==> src/rtl/lsc_pkg.sv <==
// Package: shared lane-size encoding and fixed opcode values for the
// leading sign bit counter. Assumes the size field is two bits wide.
package lsc_pkg;
    typedef enum logic [1:0] {
        LANE_8   = 2'b00,
        LANE_16  = 2'b01,
        LANE_32  = 2'b10,
        LANE_BAD = 2'b11
    } lane_sz_e;

    localparam logic [4:0] OPC_MID = 5'b01000;   // instr[11:7]
    localparam logic [1:0] OPC_LOW = 2'b00;      // instr[17:16]
endpackage

==> src/rtl/lsc_decode.sv <==
// Module: instruction-word decoder. It extracts the lane size and the
// length bit, and flags any encoding that is not a valid count operation.
// Assumes the instruction word is stable while in_valid is high.
module lsc_decode
    import lsc_pkg::*;
(
    input  logic [31:0] instr,
    output lane_sz_e    lane_sz,
    output logic        wide,
    output logic        bad_enc
);
    // Pick the fields out and test the fixed bits.
    always_comb begin
        lane_sz = lane_sz_e'(instr[19:18]);
        wide    = instr[6];
        bad_enc = (instr[19:18] == LANE_BAD) ||
                  (instr[11:7] != OPC_MID)   ||
                  (instr[17:16] != OPC_LOW);
    end
endmodule

==> src/rtl/lsc_lzc_leaf.sv <==
// Module: leading-zero counter for one narrow slice.
// Output range is 0..W; W means the slice is all zeros.
module lsc_lzc_leaf #(
    parameter int W  = 8,
    localparam int CW = $clog2(W) + 1
) (
    input  logic [W-1:0]  x,
    output logic [CW-1:0] cnt
);
    // Find the highest set bit by scanning downward.
    always_comb begin
        logic found;
        found = 1'b0;
        cnt   = CW'(W);
        for (int i = W - 1; i >= 0; i--) begin
            if (!found && x[i]) begin
                cnt   = CW'(W - 1 - i);
                found = 1'b1;
            end
        end
    end
endmodule

==> src/rtl/lsc_lzc_merge.sv <==
// Module: joins the leading-zero counts of two adjacent half slices of
// width HW into the count for the full slice. Assumes each input count
// is in 0..HW.
module lsc_lzc_merge #(
    parameter int HW  = 8,
    localparam int ICW = $clog2(HW) + 1,
    localparam int OCW = $clog2(2 * HW) + 1
) (
    input  logic [ICW-1:0] hi,
    input  logic [ICW-1:0] lo,
    output logic [OCW-1:0] cnt
);
    // If the upper half is all zeros, add the lower half's count.
    always_comb begin
        if (hi == ICW'(HW))
            cnt = OCW'(HW) + OCW'(lo);
        else
            cnt = OCW'(hi);
    end
endmodule

==> src/rtl/lane_sign_count.sv <==
// Module: top level of the lane-partitioned leading sign bit counter.
// It XORs each bit with its lane's sign, counts leading zeros in 8-bit
// leaves, and merges the leaves into 16- and 32-bit counts, so one tree
// serves every lane width. The result has one register stage.
// Assumes VEC_W is a multiple of 64.
module lane_sign_count
    import lsc_pkg::*;
#(
    parameter int VEC_W = 128
) (
    input  logic             clk,
    input  logic             rst_n,
    input  logic             in_valid,
    input  logic [31:0]      instr,
    input  logic [VEC_W-1:0] operand,
    output logic             out_valid,
    output logic [VEC_W-1:0] result,
    output logic             out_illegal
);
    localparam int HALF_W = VEC_W / 2;
    localparam int NB     = VEC_W / 8;
    localparam int NH     = VEC_W / 16;
    localparam int NW     = VEC_W / 32;

    lane_sz_e         lane_sz;
    logic             wide;
    logic             bad_enc;
    logic [VEC_W-1:0] op_m;
    logic [VEC_W-1:0] sgn;
    logic [VEC_W-1:0] diff;
    logic [3:0]       c8  [NB];
    logic [4:0]       c16 [NH];
    logic [5:0]       c32 [NW];
    logic [VEC_W-1:0] lanes;
    logic [VEC_W-1:0] next_res;

    lsc_decode u_dec (
        .instr   (instr),
        .lane_sz (lane_sz),
        .wide    (wide),
        .bad_enc (bad_enc)
    );

    // Clear the upper operand half for 64-bit operations.
    always_comb op_m = wide ? operand : {{HALF_W{1'b0}}, operand[HALF_W-1:0]};

    // Copy each lane's sign bit across the lane and mark the bits that differ from it.
    for (genvar i = 0; i < VEC_W; i++) begin : g_sgn
        assign sgn[i] = (lane_sz == LANE_32) ? op_m[(i / 32) * 32 + 31] :
                        (lane_sz == LANE_16) ? op_m[(i / 16) * 16 + 15] :
                                               op_m[(i / 8) * 8 + 7];
    end
    assign diff = op_m ^ sgn;

    for (genvar b = 0; b < NB; b++) begin : g_leaf
        lsc_lzc_leaf #(.W(8)) u_leaf (.x(diff[b*8 +: 8]), .cnt(c8[b]));
    end
    for (genvar h = 0; h < NH; h++) begin : g_m16
        lsc_lzc_merge #(.HW(8)) u_m (.hi(c8[2*h+1]), .lo(c8[2*h]), .cnt(c16[h]));
    end
    for (genvar w = 0; w < NW; w++) begin : g_m32
        lsc_lzc_merge #(.HW(16)) u_m (.hi(c16[2*w+1]), .lo(c16[2*w]), .cnt(c32[w]));
    end

    // Place each count minus one (the sign bit's own zero) into its lane.
    always_comb begin
        lanes = '0;
        case (lane_sz)
            LANE_16: for (int h = 0; h < NH; h++) lanes[h*16 +: 16] = 16'(c16[h]) - 16'd1;
            LANE_32: for (int w = 0; w < NW; w++) lanes[w*32 +: 32] = 32'(c32[w]) - 32'd1;
            default: for (int b = 0; b < NB; b++) lanes[b*8 +: 8]   = 8'(c8[b]) - 8'd1;
        endcase
    end

    // Zero the unused upper half and any bad encoding.
    always_comb begin
        next_res = lanes;
        if (!wide) next_res[VEC_W-1:HALF_W] = '0;
        if (bad_enc) next_res = '0;
    end

    // Output register with synchronous active-low reset.
    always_ff @(posedge clk) begin
        if (!rst_n) begin
            out_valid   <= 1'b0;
            out_illegal <= 1'b0;
            result      <= '0;
        end else begin
            out_valid <= in_valid;
            if (in_valid) begin
                result      <= next_res;
                out_illegal <= bad_enc;
            end
        end
    end
endmodule

==> config.mk <==
export PLATFORM = sky130hd
export DESIGN_NAME = lane_sign_count
export DESIGN_NICKNAME = d
export VERILOG_FILES = /design/src/rtl/lsc_pkg.sv /design/src/rtl/lsc_decode.sv /design/src/rtl/lsc_lzc_leaf.sv /design/src/rtl/lsc_lzc_merge.sv /design/src/rtl/lane_sign_count.sv
export SDC_FILE = /design/constraint.sdc
export NUM_CORES = 1
export LEC_CHECK = 0
export BUFFER_PORTS_ARGS = -buffer_cell sky130_fd_sc_hd__buf_2
export CORE_MARGIN = 2
export CORE_UTILIZATION = 54
export CTS_CLUSTER_SIZE = 28
export DETAILED_ROUTE_END_ITERATION = 8
export PLACE_DENSITY = 0.83
export SYNTH_ARGS = -nofsm -noshare
export SYNTH_HDL_FRONTEND = slang
export SYNTH_SLANG_ARGS = --single-unit
==> constraint.sdc <==
create_clock -name clk -period 6.8 [get_ports clk]
set_input_delay 1.7 -clock clk [delete_from_list [all_inputs] [get_ports clk]]
set_output_delay 1.7 -clock clk [all_outputs]
set_load 0.05 [all_outputs]
==> impl_metrics.ini, run 1 <==
[worst_setup_path]
crit_arrival_ns = 6.20
required_ns = 7.00
r2r_setup_slack_ns = 5.53
cp_max_fo = 20
path_class = input port to flop
crit_path_start_kind = input port
end_kind = flop

[die]
start_util = 0.551
rows = 49
die_width_um = 140
die-height_um = 140
io_pins = 293
core_area_um2 = 18000
die-area_um2 = 19500

[finish]
diodes = 0
drive_gt1_frac = 0.230
fillCellCount = 1682
area_delta_synth_final_pct = 15.7
final_common_cell = buf_2
fin_nets = 1776
final_cell_mix = buf_2, nand2_1, nor2_1
design_area_um2 = 11500

[clocking]
cts.path.max_buffers = 2
clockRootBuffer = clkbuf_16
cts_tree = done
ctsHoldBuffers = 0
clkLatencyLatePin_ns = 0.34
numCtsBuffers = 9
clk_pin_slew_ns = 0.07
post_cts_resized = 0
htreeDepth = 3
cts_setup_buffers = 0
cts_sinks = 94

[grt]
grtUsageMet2 = 0.507
grt_pass1_vias = 10277
met1_usage = 0.426
grt_max_degree = 59
top_usage_layer = met2
grt_pass1_wl_mm = 50.9
grt_use_met3 = 0.0575
grt_use_total = 0.312
antenna_found_initial = 1
grt_overflow = 0

[synth]
synth-async-reset-ratio = 0
synth_warnings = 0
synth_nets = 1576
synth_edf_count = 0
synthDistinctLibCells = 91
avgSynthCellArea_um2 = 7.20
syn-cell-area_um2 = 9920
synthCells = 1378
yosysSeqAreaShare = 0.190
synth_top_flop_cell = dfxtp_1
ys_ff_latch = 94

[drt]
wl_per_cell_um = 17.6
firstDrtPassIters = 5
routed_wl_mm = 31.8
dr.first_iter.drc_count = 992
vias_per_cell = 6.34
antenna_left = 0
vias = 11488
drc = 0

[timing]
hold_viol_final = 0
fin_tns_setup_ns = 0
rsz0062_at_grt = no
setup_slack_ns = 0.801
finalSetupViolCount = 0
slew_headroom = 0.316
drv_slew = 0
final.min_clock_period_ns = 6.00
fin_crit_sh = 0.882
tightest_slew_ns = 1.02
max_freq_mhz = 167
whs_ns = 0.460
fin_worst_skew_ns = 0

[power]
p_sw_w = 0.000609
pwr-share-comb = 0.363
swShare = 0.366
p_leak_nw = 5.04
p_clk_frac = 0.306
seqPwrFrac = 0.332
power.density_nw_per_um2 = 145
max-vdd-ir-drop_v = 0.000125
p_int_w = 0.00105

[run]
max-cap-violations = 0

[placement]
gp_congestion = 0.945
port_buffers = 270
postPlaceCellArea_um2 = 11200
dpl.hpwl_mm = 24.1
pre_cts_ws_ns = 0.564

[outcome]
outcome = finished clean

[min_path]
hold_path.class = flop to flop
## per-stage QoR
step	total power [W]	instances	utilization
2_1_floorplan	0.000969	1378	-
3_3_place_gp	0.00114	1796	0.621
3_5_place_dp	0.00115	1796	0.621
4_1_cts	0.00166	1812	0.637
5_1_grt	0.00175	1812	0.637
6_report	0.00166	1812	0.637
## sequential cells by signal (all words and copies together), names as in the netlist
register / cells
out_illegal: 1
result: 92
out_valid: 1
## kinds of logic after synthesis
| kind of cell | synth area share |
|---|---|
| XOR/XNOR | 0.0477 |
| multiplexers | 0.0435 |
| buffers and inverters | 0.0809 |
| AO/OA/AOI/OAI | 0.352 |
| flip-flops | 0.190 |
| AND/OR/NAND/NOR | 0.242 |
| adder cells (fa/ha/maj) | 0.0441 |
## power by group through the flow
| stage | clock network (W) | logic [W] | registers (W) |
|---|---|---|---|
| final | 0.000508 | 0.000603 | 0.000552 |
| after global routing | 0.000536 | 0.000667 | 0.000552 |
| after CTS | 0.000516 | 0.000592 | 0.000552 |
| after detailed placement | 0 | 0.000588 | 0.000565 |
| after global placement | 0 | 0.000577 | 0.000565 |
| after floorplan | 0 | 0.000401 | 0.000569 |
## critical path: stages
cell	delay (ns)
buf_2	0.23
or4_1	0.62
mux2i_1	0.26
nand2_1	0.10
o32ai_1	0.31
inv_1	0.09
ha_1	0.26
inv_1	0.12
nor2_1	0.09
a21oi_1	0.38
ha_1	0.34
nand4_1	0.23
mux2_2	0.37
ha_1	0.23
a41oi_1	0.19
buf_4	0.19
nand2b_1	0.22
a21oi_1	0.07
a21oi_1	0.14
nor2_1	0.05
## cell usage after synthesis (7+ instances only)
cell type,n,area [um^2]
a211oi_1,10,75.1
a21o_1,22,165
buf_4,36,270
or3_1,10,62.6
o21ai_0,83,415
nand2_1,139,522
a221oi_1,20,175
mux2i_1,27,270
o21a_1,23,173
a32oi_1,12,105
and2_1,8,50.1
dfxtp_1,94,1880
nand4_1,16,100
o21ai_1,12,60.1
clkbuf_1,41,154
xor2_1,27,236
o2111ai_1,9,78.8
or2_2,12,75.1
inv_1,60,225
or4_1,12,90.1
nor2_1,122,458
xnor2_1,27,236
nand2b_1,34,213
ha_1,35,438
a21oi_1,117,586
a22oi_1,13,97.6
o22ai_1,7,43.8
a2bb2oi_1,7,61.3
nand3_1,43,215
nor3_1,20,100
buf_2,18,90.1
o211ai_1,15,113
a21boi_0,10,75.1
a31oi_1,23,144
mux2_2,13,146
a41oi_1,10,87.6
nor4_1,7,43.8
o221ai_1,10,87.6
and3_1,13,81.3
nor2b_1,23,144
a22o_1,19,166
## final cells by class
class,instances,area (um^2),share of cell area
clock buffers,12,256,0.0223
clock inverters,4,37.5,0.00327
inverters,62,233,0.0203
multi-input cells,1118,7250,0.631
flip-flops and latches,94,1880,0.164
well taps,229,287,0.0250
repair buffers,293,1540,0.134
## metal layers
metal / part of all wire / wire, um
met4: 0.021 / 675
met2: 0.46 / 14700
met3: 0.083 / 2630
met5: 0.00044 / 14
met1: 0.43 / 13800
## worst paths after layout
check | from | cells after the start | end
worst max-delay path | operand[95] | 20 | result[89]
worst min register to register | result[59] | 1 | result[59]
worst min-delay path | result[59] | 1 | result[59]
worst max register to register | result[35] | 6 | result[35]
Power figures use the tool's default switching activity.
==> run 2: changes to the inputs <==
Settings changed: BUFFER_PORTS_ARGS -buffer_cell sky130_fd_sc_hd__buf_2 to -buffer_cell sky130_fd_sc_hd__buf_4, GPL_ROUTABILITY_DRIVEN set to 0, PLACE_DENSITY 0.83 to 0.79.
==> run 2 against run 1 <==
- critical path depth is the same
- global-route usage shrank 0.96 points
- clock skew is the same
- non-clock buffer count shrank 7
- final cell count shrank 0.39%
- core utilization grew 3.7 points
- clock power grew 5.9%
- worst setup slack lost 0.083 ns
- via count shrank 1.6%
- hold slack gained 0.0068 ns
- critical path type unchanged
- largest cell class unchanged
==> impl_metrics.ini, run 2 (synthesis gave the netlist of run 1 again) <==
[placement]
dpl.hpwl_mm = 23.6
post-place-cells = 1789
port_buffers = 270

[grt]
grt_pass1_vias = 9961
grt_max_degree = 60
grt_pass1_wl_mm = 49.6
grt_overflow = 0
antenna_found_initial = 0
grt_use_total = 0.303

[die]
die_width_um = 140
core_area_um2 = 18000
io_pins = 293
die-area_um2 = 19500
start_util = 0.551
die-height_um = 140
rows = 49

[clocking]
post_cts_resized = 0
clockRootBuffer = clkbuf_16
cts_tree = done
clk_pin_slew_ns = 0.07
cts_setup_buffers = 0
cts_sinks = 94
ctsHoldBuffers = 0
cts.path.max_buffers = 2
numCtsBuffers = 9
htreeDepth = 3
clkLatencyLatePin_ns = 0.34

[power]
max-vdd-ir-drop_v = 0.000155
p_leak_nw = 5.12
power.density_nw_per_um2 = 141
power.total_w = 0.00172

[drt]
antenna_left = 0
vias = 11300
drc = 0
firstDrtPassIters = 6
routed_wl_mm = 31.5
vias_per_cell = 6.26
dr.first_iter.drc_count = 1017
wl_per_cell_um = 17.5

[finish]
post-route-util = 0.673
area_delta_synth_final_pct = 22.3
register_area_um2 = 1880
diodes = 0
reg.largest.list = result (92), out_illegal (1), out_valid (1)
top_register = result
largest_register_ffs = 92
final_cell_mix = buf_4, nand2_1, nor2_1
final_common_cell = buf_4
multi_input_area_um2 = 7250
fin_cells = 1805
drive_gt1_frac = 0.227
fillCellCount = 1574
fin_nets = 1769

[outcome]
outcome = finished clean

[run]
max-cap-violations = 0

[worst_setup_path]
crit_chain = buf_4 -> or4_1 -> mux2i_1 -> nand2_1 -> o32ai_1 -> inv_1 -> ha_1 -> inv_1 -> nor2_1 -> a21oi_1 -> ha_1 -> nand4_1 -> mux2_2 -> ha_1 -> a41oi_1 -> buf_4 -> nand2b_1 -> a21oi_1 -> a21oi_1 -> nor2_1
worstSetupEndpoint = result[88]
r2r-start = result[35]
cp-startpoint = operand[95]
required_ns = 7.01
cp_max_fo = 20
reg2regPathDepth = 6
crit_path_start_kind = input port
crit_arrival_ns = 6.29
end_kind = flop
slowest_stage = or4_1
cp.depth = 20
path_class = input port to flop
r2r_setup_slack_ns = 5.56
cpLargestDelayFamily = simple AND/OR/NAND/NOR gates
cpPeakStageDelay_ns = 0.58
r2r_end = result[35]
crit_buf_inv = 4

[timing]
slew_headroom = 0.314
fin_worst_skew_ns = 0
fin_crit_sh = 0.894
hold_viol_final = 0
drv_slew = 0
final.min_clock_period_ns = 6.08
max_freq_mhz = 164
tightest_slew_ns = 1.03
rsz0062_at_grt = no
whs_ns = 0.467
finalSetupViolCount = 0
fin_tns_setup_ns = 0

[min_path]
hold_path.class = flop to flop
run 2: cell count changes in the layout (fill, tap and decap cells not counted), sizes merged:
| cell | previous run | this run |
|---|---|---|
| buf | 293 | 286 |
| bufinv | 0 | 1 |
| clkbuf | 12 | 11 |
| clkinv | 2 | 3 |
| inv | 64 | 63 |
run 2: final cells by class:
class,count,area share
inverter,62,0.0192
timing repair buffer,286,0.179
clock inverter,5,0.00526
multi-input combinational,1118,0.597
clock buffer,11,0.0208
sequential,94,0.155
tap,229,0.0236
run 2: power by group:
part	total, W	switching [W]	internal (W)
Clock	0.000538	0.000229	0.000309
Sequential	0.000552	0.000000890	0.000551
Combinational	0.000625	0.000374	0.000252
Total	0.00172	0.000603	0.00111
run 2: through the flow:
| stage | area (um^2) | worst slack [ns] |
|---|---|---|
| final | 12100 | 0.717 |
| after global routing | 12100 | 0.318 |
| after CTS | 12100 | 0.787 |
| after detailed placement | 11800 | 0.440 |
| after global placement | 11800 | 0.547 |
| after floorplan | 9920 | 1.33 |
run 2: worst min-delay path by stage:
stage,start,endpoint,slack (ns),cells past startpoint
finish,result[59],result[59],0.47,1
detailed placement,result[59],result[59],0.45,1
CTS,result[59],result[59],0.46,1
global route,result[10],result[10],0.48,2
global placement,result[52],result[52],0.44,1
floorplan,result[0],result[0],0.67,2
run 2: routing by layer:
metal	wire, um	GRT usage	vias to the layer above
met5	0	0	-
met4	789	0.0905	0
met3	2590	0.0526	59
met2	14500	0.505	520
met1	13600	0.402	5221
li1	-	-	5500
run 2: worst register-to-register path, stage by stage (launching register included):
cell and delay (ns):
dfxtp_1 0.32, nor2b_1 0.17, o21ai_0 0.12, or2_2 0.30
nor2b_1 0.12, mux2i_1 0.07, o21ai_0 0.06
